`src/rtl/prd_dma_pkg.sv`:
```
package prd_dma_pkg;

    localparam logic [2:0] OFS_CTRL = 3'd0;
    localparam logic [2:0] OFS_STAT = 3'd2;
    localparam logic [2:0] OFS_BASE = 3'd4;

    localparam int CTRL_RUN   = 0;
    localparam int CTRL_TOMEM = 3;
    localparam int STAT_ACT   = 0;
    localparam int STAT_ERR   = 1;
    localparam int STAT_IRQ   = 2;
    localparam int DESC_TAIL  = 31;

    typedef enum logic [2:0] {
        W_IDLE, W_DESC_A, W_DESC_C, W_DEV_IN,
        W_MEM_WR, W_MEM_RD, W_DEV_OUT, W_HOLD
    } walk_t;

    typedef enum logic [1:0] {
        END_MORE, END_EXACT, END_LONG, END_SHORT
    } end_t;

    typedef struct packed {
        logic clr_active;
        logic set_intr;
        logic set_err;
    } walk_evt_t;

    function automatic end_t classify(logic fin, logic empty, logic tail);
        if (fin && empty && tail) return END_EXACT;
        if (fin)                  return END_LONG;
        if (empty && tail)        return END_SHORT;
        return END_MORE;
    endfunction

endpackage

```
`src/rtl/prd_dma_regs.sv`:
```
module prd_dma_regs
    import prd_dma_pkg::*;
#(
    parameter int AW = 32
) (
    input  logic          clk,
    input  logic          rst,
    input  logic          we,
    input  logic [2:0]    addr,
    input  logic [AW-1:0] wdata,
    output logic [AW-1:0] rdata,
    input  walk_evt_t     evt,
    output logic          go,
    output logic          go_tomem,
    output logic          stop,
    output logic [AW-1:0] tbl_base,
    output logic          irq
);
    logic          run_q, tomem_q, act_q, err_q, intr_q;
    logic [AW-1:0] base_q;
    logic          wr_ctrl, wr_stat, wr_base;

    assign wr_ctrl  = we && (addr == OFS_CTRL);
    assign wr_stat  = we && (addr == OFS_STAT);
    assign wr_base  = we && (addr == OFS_BASE);
    assign go       = wr_ctrl && wdata[CTRL_RUN] && !run_q;
    assign stop     = wr_ctrl && !wdata[CTRL_RUN] && run_q;
    assign go_tomem = wdata[CTRL_TOMEM];
    assign tbl_base = base_q;
    assign irq      = intr_q;

    always_ff @(posedge clk) begin
        if (rst) begin
            run_q   <= 1'b0;
            tomem_q <= 1'b0;
            act_q   <= 1'b0;
            err_q   <= 1'b0;
            intr_q  <= 1'b0;
            base_q  <= '0;
        end else begin
            if (wr_ctrl) begin
                run_q   <= wdata[CTRL_RUN];
                tomem_q <= wdata[CTRL_TOMEM];
            end
            if (wr_base)
                base_q <= {wdata[AW-1:2], 2'b00};
            if (go)
                act_q <= 1'b1;
            else if (stop || evt.clr_active)
                act_q <= 1'b0;
            err_q  <= (err_q  & ~(wr_stat & wdata[STAT_ERR])) | evt.set_err;
            intr_q <= (intr_q & ~(wr_stat & wdata[STAT_IRQ])) | evt.set_intr;
        end
    end

    always_comb begin
        rdata = '0;
        unique case (addr)
            OFS_CTRL: begin
                rdata[CTRL_RUN]   = run_q;
                rdata[CTRL_TOMEM] = tomem_q;
            end
            OFS_STAT: begin
                rdata[STAT_ACT] = act_q;
                rdata[STAT_ERR] = err_q;
                rdata[STAT_IRQ] = intr_q;
            end
            OFS_BASE: rdata = base_q;
            default:  rdata = '0;
        endcase
    end

    // a bus error leaves error set and active cleared
    a_r10_err_stops: assert property (@(posedge clk) disable iff (rst)
        evt.set_err |=> (err_q && !act_q));

    // exact completion leaves interrupt set and active cleared
    a_r5_exact_end: assert property (@(posedge clk) disable iff (rst)
        (evt.set_intr && evt.clr_active) |=> (intr_q && !act_q));

    // writing 1 to the interrupt bit drops the irq output
    a_r9_irq_clear: assert property (@(posedge clk) disable iff (rst)
        (wr_stat && wdata[STAT_IRQ] && !evt.set_intr) |=> !irq);

endmodule

```
`src/rtl/prd_dma_walker.sv`:
```
module prd_dma_walker
    import prd_dma_pkg::*;
#(
    parameter int AW = 32,
    parameter int CW = 16,
    parameter int DW = 8
) (
    input  logic          clk,
    input  logic          rst,
    input  logic          go,
    input  logic          go_tomem,
    input  logic          stop,
    input  logic [AW-1:0] tbl_base,
    output logic          mem_req,
    output logic          mem_we,
    output logic [AW-1:0] mem_addr,
    output logic [31:0]   mem_wdata,
    input  logic [31:0]   mem_rdata,
    input  logic          mem_ack,
    input  logic          mem_err,
    input  logic          din_valid,
    input  logic [DW-1:0] din_data,
    output logic          din_ready,
    output logic          dout_valid,
    output logic [DW-1:0] dout_data,
    input  logic          dout_ready,
    input  logic          dev_final,
    output walk_evt_t     evt
);
    localparam logic [AW-1:0] ENTRY_STEP = AW'(8);
    localparam logic [AW-1:0] WORD_STEP  = AW'(4);
    localparam logic [CW:0]   SPAN_FULL  = {1'b1, {CW{1'b0}}};
    localparam logic [CW:0]   SPAN_ONE   = (CW+1)'(1);

    walk_t         st;
    logic          tomem, tail, final_q;
    logic [AW-1:0] tptr, baddr;
    logic [CW:0]   remain;
    logic [DW-1:0] byte_q;

    logic  beat_done, beat_fin, bus_fault;
    end_t  outcome;
    walk_t data_st;

    assign data_st   = tomem ? W_DEV_IN : W_MEM_RD;
    assign beat_done = (st == W_MEM_WR && mem_ack && !mem_err) ||
                       (st == W_DEV_OUT && dout_ready);
    assign beat_fin  = (st == W_MEM_WR) ? final_q : dev_final;
    assign outcome   = classify(beat_fin, remain == SPAN_ONE, tail);
    assign bus_fault = mem_req && mem_ack && mem_err;

    always_comb begin
        evt = '0;
        if (!stop) begin
            evt.set_err    = bus_fault;
            evt.clr_active = bus_fault ||
                             (beat_done && (outcome == END_EXACT || outcome == END_SHORT));
            evt.set_intr   = beat_done && (outcome == END_EXACT || outcome == END_LONG);
        end
    end

    always_comb begin
        mem_req  = (st == W_DESC_A) || (st == W_DESC_C) ||
                   (st == W_MEM_WR) || (st == W_MEM_RD);
        mem_we   = (st == W_MEM_WR);
        unique case (st)
            W_DESC_A: mem_addr = tptr;
            W_DESC_C: mem_addr = tptr + WORD_STEP;
            default:  mem_addr = baddr;
        endcase
        mem_wdata  = 32'(byte_q);
        din_ready  = (st == W_DEV_IN);
        dout_valid = (st == W_DEV_OUT);
        dout_data  = byte_q;
    end

    always_ff @(posedge clk) begin
        if (rst) begin
            st      <= W_IDLE;
            tomem   <= 1'b0;
            tail    <= 1'b0;
            final_q <= 1'b0;
            tptr    <= '0;
            baddr   <= '0;
            remain  <= '0;
            byte_q  <= '0;
        end else if (stop) begin
            st <= W_IDLE;
        end else begin
            if (beat_done) begin
                baddr  <= baddr + AW'(1);
                remain <= remain - SPAN_ONE;
                unique case (outcome)
                    END_EXACT, END_SHORT: st <= W_IDLE;
                    END_LONG:             st <= W_HOLD;
                    default:              st <= (remain == SPAN_ONE) ? W_DESC_A : data_st;
                endcase
            end else if (bus_fault) begin
                st <= W_IDLE;
            end else begin
                unique case (st)
                    W_IDLE: if (go) begin
                        tomem <= go_tomem;
                        tptr  <= tbl_base;
                        st    <= W_DESC_A;
                    end
                    W_DESC_A: if (mem_ack) begin
                        baddr <= mem_rdata[AW-1:0];
                        st    <= W_DESC_C;
                    end
                    W_DESC_C: if (mem_ack) begin
                        remain <= (mem_rdata[CW-1:0] == '0) ? SPAN_FULL
                                                            : {1'b0, mem_rdata[CW-1:0]};
                        tail   <= mem_rdata[DESC_TAIL];
                        tptr   <= tptr + ENTRY_STEP;
                        st     <= data_st;
                    end
                    W_DEV_IN: if (din_valid) begin
                        byte_q  <= din_data;
                        final_q <= dev_final;
                        st      <= W_MEM_WR;
                    end
                    W_MEM_RD: if (mem_ack) begin
                        byte_q <= mem_rdata[DW-1:0];
                        st     <= W_DEV_OUT;
                    end
                    default: st <= st;
                endcase
            end
        end
    end

    // after a stop no memory or device beat is offered
    a_r8_stop_quiet: assert property (@(posedge clk) disable iff (rst)
        stop |=> (!mem_req && !din_ready && !dout_valid));

    // each accepted count word advances the table pointer by one entry
    a_r2_entry_stride: assert property (@(posedge clk) disable iff (rst)
        (st == W_DESC_C && mem_ack && !mem_err && !stop) |=> (tptr == $past(tptr) + ENTRY_STEP));

    // while holding after an early device finish nothing moves
    a_r6_hold_quiet: assert property (@(posedge clk) disable iff (rst)
        (st == W_HOLD) |-> (!mem_req && !din_ready && !dout_valid));

    // a data beat never starts with an empty region
    a_r4_region_nonzero: assert property (@(posedge clk) disable iff (rst)
        (st == W_DEV_IN || st == W_MEM_RD) |-> (remain != '0));

endmodule

```
`src/rtl/prd_dma_engine.sv`:
```
module prd_dma_engine
    import prd_dma_pkg::*;
(
    input  logic        clk,
    input  logic        rst,
    input  logic        reg_we,
    input  logic [2:0]  reg_addr,
    input  logic [31:0] reg_wdata,
    output logic [31:0] reg_rdata,
    output logic        mem_req,
    output logic        mem_we,
    output logic [31:0] mem_addr,
    output logic [31:0] mem_wdata,
    input  logic [31:0] mem_rdata,
    input  logic        mem_ack,
    input  logic        mem_err,
    input  logic        din_valid,
    input  logic [7:0]  din_data,
    output logic        din_ready,
    output logic        dout_valid,
    output logic [7:0]  dout_data,
    input  logic        dout_ready,
    input  logic        dev_final,
    output logic        irq
);
    localparam int AW = 32;
    localparam int CW = 16;
    localparam int DW = 8;

    walk_evt_t     evt;
    logic          go, go_tomem, stop;
    logic [AW-1:0] tbl_base;

    prd_dma_regs #(.AW(AW)) u_regs (
        .clk      (clk),
        .rst      (rst),
        .we       (reg_we),
        .addr     (reg_addr),
        .wdata    (reg_wdata),
        .rdata    (reg_rdata),
        .evt      (evt),
        .go       (go),
        .go_tomem (go_tomem),
        .stop     (stop),
        .tbl_base (tbl_base),
        .irq      (irq)
    );

    prd_dma_walker #(.AW(AW), .CW(CW), .DW(DW)) u_walk (
        .clk        (clk),
        .rst        (rst),
        .go         (go),
        .go_tomem   (go_tomem),
        .stop       (stop),
        .tbl_base   (tbl_base),
        .mem_req    (mem_req),
        .mem_we     (mem_we),
        .mem_addr   (mem_addr),
        .mem_wdata  (mem_wdata),
        .mem_rdata  (mem_rdata),
        .mem_ack    (mem_ack),
        .mem_err    (mem_err),
        .din_valid  (din_valid),
        .din_data   (din_data),
        .din_ready  (din_ready),
        .dout_valid (dout_valid),
        .dout_data  (dout_data),
        .dout_ready (dout_ready),
        .dev_final  (dev_final),
        .evt        (evt)
    );

endmodule

```
`config.mk`:
```
export PLATFORM = sky130hd
export DESIGN_NAME = prd_dma_engine
export DESIGN_NICKNAME = d
export VERILOG_FILES = /design/src/rtl/prd_dma_pkg.sv /design/src/rtl/prd_dma_regs.sv /design/src/rtl/prd_dma_walker.sv /design/src/rtl/prd_dma_engine.sv
export SDC_FILE = /design/constraint.sdc
export NUM_CORES = 1
export LEC_CHECK = 0
export CAP_MARGIN = 40
export CORE_ASPECT_RATIO = 0.7
export CORE_MARGIN = 10
export CORE_UTILIZATION = 60
export DETAILED_ROUTE_END_ITERATION = 10
export DONT_BUFFER_PORTS = 1
export PLACE_DENSITY = 0.83
export SYNTH_ARGS = -nofsm -noshare
export SYNTH_HDL_FRONTEND = slang
export SYNTH_SLANG_ARGS = --single-unit
```
`constraint.sdc`:
```
create_clock -name clk -period 5.9 [get_ports clk]
set_input_delay 0.295 -clock clk [delete_from_list [all_inputs] [get_ports clk]]
set_output_delay 0.295 -clock clk [all_outputs]
set_load 0.005 [all_outputs]
```
==> results.yml <==
run_status:
  outcome: "complete, no violations"
clocking:
  cts_setup_buffers: 0
  h-tree-depth: 4
  post_cts_resized: 0
  cts-root-buf: "clkbuf_16"
  clock-sinks: 128
  clock_latency_ns: 0.43
  clkTransAtPathRegs_ns: 0.06
  cts_inserted_buffers: 17
  cts_tree: "done"
  clockBufferDepth: 2
  cts_hold_buf: 7
detailed_routing:
  drtIter0Drc: 1401
  first_pass_iters: 6
  wl_per_cell_um: 20.6
  post-route-drc-count: 0
  antenna_left: 0
  routed_wl_um: 28100
  via_count: 9259
  vias_per_cell: 6.80
yosys:
  yosys-top-cells-count: "184 x nand2_1, 128 x dfxtp_1, 119 x a21oi_1"
  synth_edf_count: 0
  netlist_instances: 1226
  synthArstFlopShare: 0
  yosys_warnings: 0
  avgSynthCellArea_um2: 7.09
  synth_area_leader_cell: "dfxtp_1"
  syn-cell-area_um2: 8690
  synthFlopType: "dfxtp_1"
  synth_most_common_cell: "nand2_1"
  synth_cell_type_count: 76
  yosysSeqAreaShare: 0.295
  synth_area_leaders: "dfxtp_1 29%, nand2_1 7.9%, a21oi_1 6.9%, o21ai_0 5.2%, nor2_1 5.0%"
  ys_seq_elements: 128
  yosysTopAreaCellShare: 0.295
timing:
  post-route-period-util: 0.615
  tns_ns: 0
  hold_viol: 0
  maxSlewViolCount: 0
  final-setup-viol-count: 0
  fin_crit_ns: 3.63
  worst_slew_pin_slew_ns: 0.966
  fin_skew_ns: 0.00939
  fmax_ghz: 0.275
  grt_setup_unrepaired: "false"
  relSlewSlack: 0.356
layout:
  final_core_util: 0.650
  design_area_um2: 9140
  final_cells: 1362
  area_growth_syn_to_layout_pct: 5.15
  nets: 1247
  drive_above_1_share: 0.0631
  antenna_cells: 0
global_route:
  antenna_found_initial: 0
  grt_max_degree: 115
  grt_pass1_wl_um: 44100
  grt_usage: 0.269
  grt_pass1_vias: 8190
  overflow: 0
critical_path:
  cp.required_ns: 5.61
  cp.arrival_ns: 3.34
  critPathMaxFanout: 13
  max_stage_delay_ns: 0.82
  startpoint_type: "register"
  slowest_stage: "nor4_1"
  worstPathCellList: "ha_1, nand3_1, nor4_1, and4_1, nand2_1, o311ai_0"
  worstSetupEndpointType: "output port"
  path_class: "reg2out"
floorplanning:
  start_util: 0.618
  pin_count: 192
  core-area_um2: 14100
  die_width_um: 164
  row_count: 36
  die_h_um: 121
  die_area_um2: 19800
power:
  power_density_nw_per_um2: 352
  vdd_drop_max_mv: 0.276
  leakagePower_uw: 0.00307
min_path:
  hp-class: "in2reg"
placement:
  place_area_um2: 8450
  port_buffers: 0
  dp_hpwl_um: 19600
  gp_congestion: 0.976
  dp_cells: 1322
job:
  drv_cap: 0
-- metal layers --
layer | vias up | global-route usage | part of all wire
met4 | 0 | 0.0935 | 0.028
met3 | 70 | 0.0824 | 0.13
li1 | 4292 | - | -
met5 | - | 0 | 0
met1 | 4279 | 0.372 | 0.41
met2 | 618 | 0.388 | 0.43
-- power breakdown --
group / switching [µW] / internal (µW) / leakage, µW / total, µW
Clock: 418 / 663 / 0.000286 / 1080
Combinational: 692 / 342 / 0.00175 / 1030
Sequential: 151 / 951 / 0.00104 / 1100
-- area by class of cell --
class / count / area (µm²)
multi-input combinational: 974 / 5460
inverter: 16 / 60.1
clock buffer: 18 / 429
clock inverter: 14 / 168
timing repair buffer: 22 / 216
tap: 190 / 238
sequential: 128 / 2560
fill: 1239 / 4920
-- layout by cell type, fill, tap and decap left out, types with 16 or more instances in the layout --
cell / instances
nand3_1: 41
and2_1: 49
dfxtp_1: 128
a21oi_1: 119
a211oi_1: 25
o21ai_0: 91
nand2_1: 184
nor4_1: 24
nand4_1: 28
a22oi_1: 21
nor2_1: 114
and3_1: 16
a31oi_1: 21
clkbuf_16: 17
nor3_1: 36
conb_1: 24
-- per-stage QoR --
step	setup slack [ns]	hold slack (ns)	total power [µW]
2_1_floorplan	3.62	0.431	1900
3_3_place_gp	2.59	0.383	2060
3_5_place_dp	2.54	0.384	2090
4_1_cts	2.41	0.00128	3180
5_1_grt	1.98	0.00955	3380
6_report	2.27	0.00204	3220
-- logic make-up (layout without fill, tap and decap cells) --
| family | Yosys count | in the layout | share of synthesized area |
|---|---|---|---|
| simple gates | 549 | 549 | 0.310 |
| compound gates | 379 | 379 | 0.279 |
| buf+inv | 147 | 70 | 0.0893 |
| flops | 128 | 128 | 0.295 |
| mux | 16 | 16 | 0.0186 |
| fa+ha+maj | 5 | 5 | 0.00720 |
| other cells | 1 | 24 | 0.000432 |
| xor+xnor | 1 | 1 | 0.00101 |
-- critical path: cells and delay by family (launching register included) --
| kind | cells | cell delay (ns) |
|---|---|---|
| fa+ha+maj | 1 | 0.29 |
| simple gates | 4 | 1.45 |
| compound gates | 1 | 0.54 |
| flops | 1 | 0.64 |
-- worst paths after layout --
check,slack [ns],from,cells after the start,to
max,2.27,u_walk.tptr[2]$_SDFFE_PP0P_,6,mem_addr[24]
min,0.002,reg_wdata[23],2,u_regs.tbl_base[23]$_SDFFE_PP0P_
min reg2reg,0.45,u_regs.tomem_q$_SDFFE_PP0N_,2,u_regs.tomem_q$_SDFFE_PP0N_
max reg2reg,2.41,u_walk.st[2]$_SDFFE_PP0P_,7,u_walk.baddr[27]$_SDFFE_PP0P_
-- flip-flops by register name, summed over array words and instances (netlist names), 3 cells and up --
signal / cells
u_walk.tptr: 30
u_walk.dout_data: 8
u_walk.remain: 17
u_walk.baddr: 32
u_walk.st: 3
u_regs.tbl_base: 30
No activity file was read; power rests on OpenSTA's default activity.
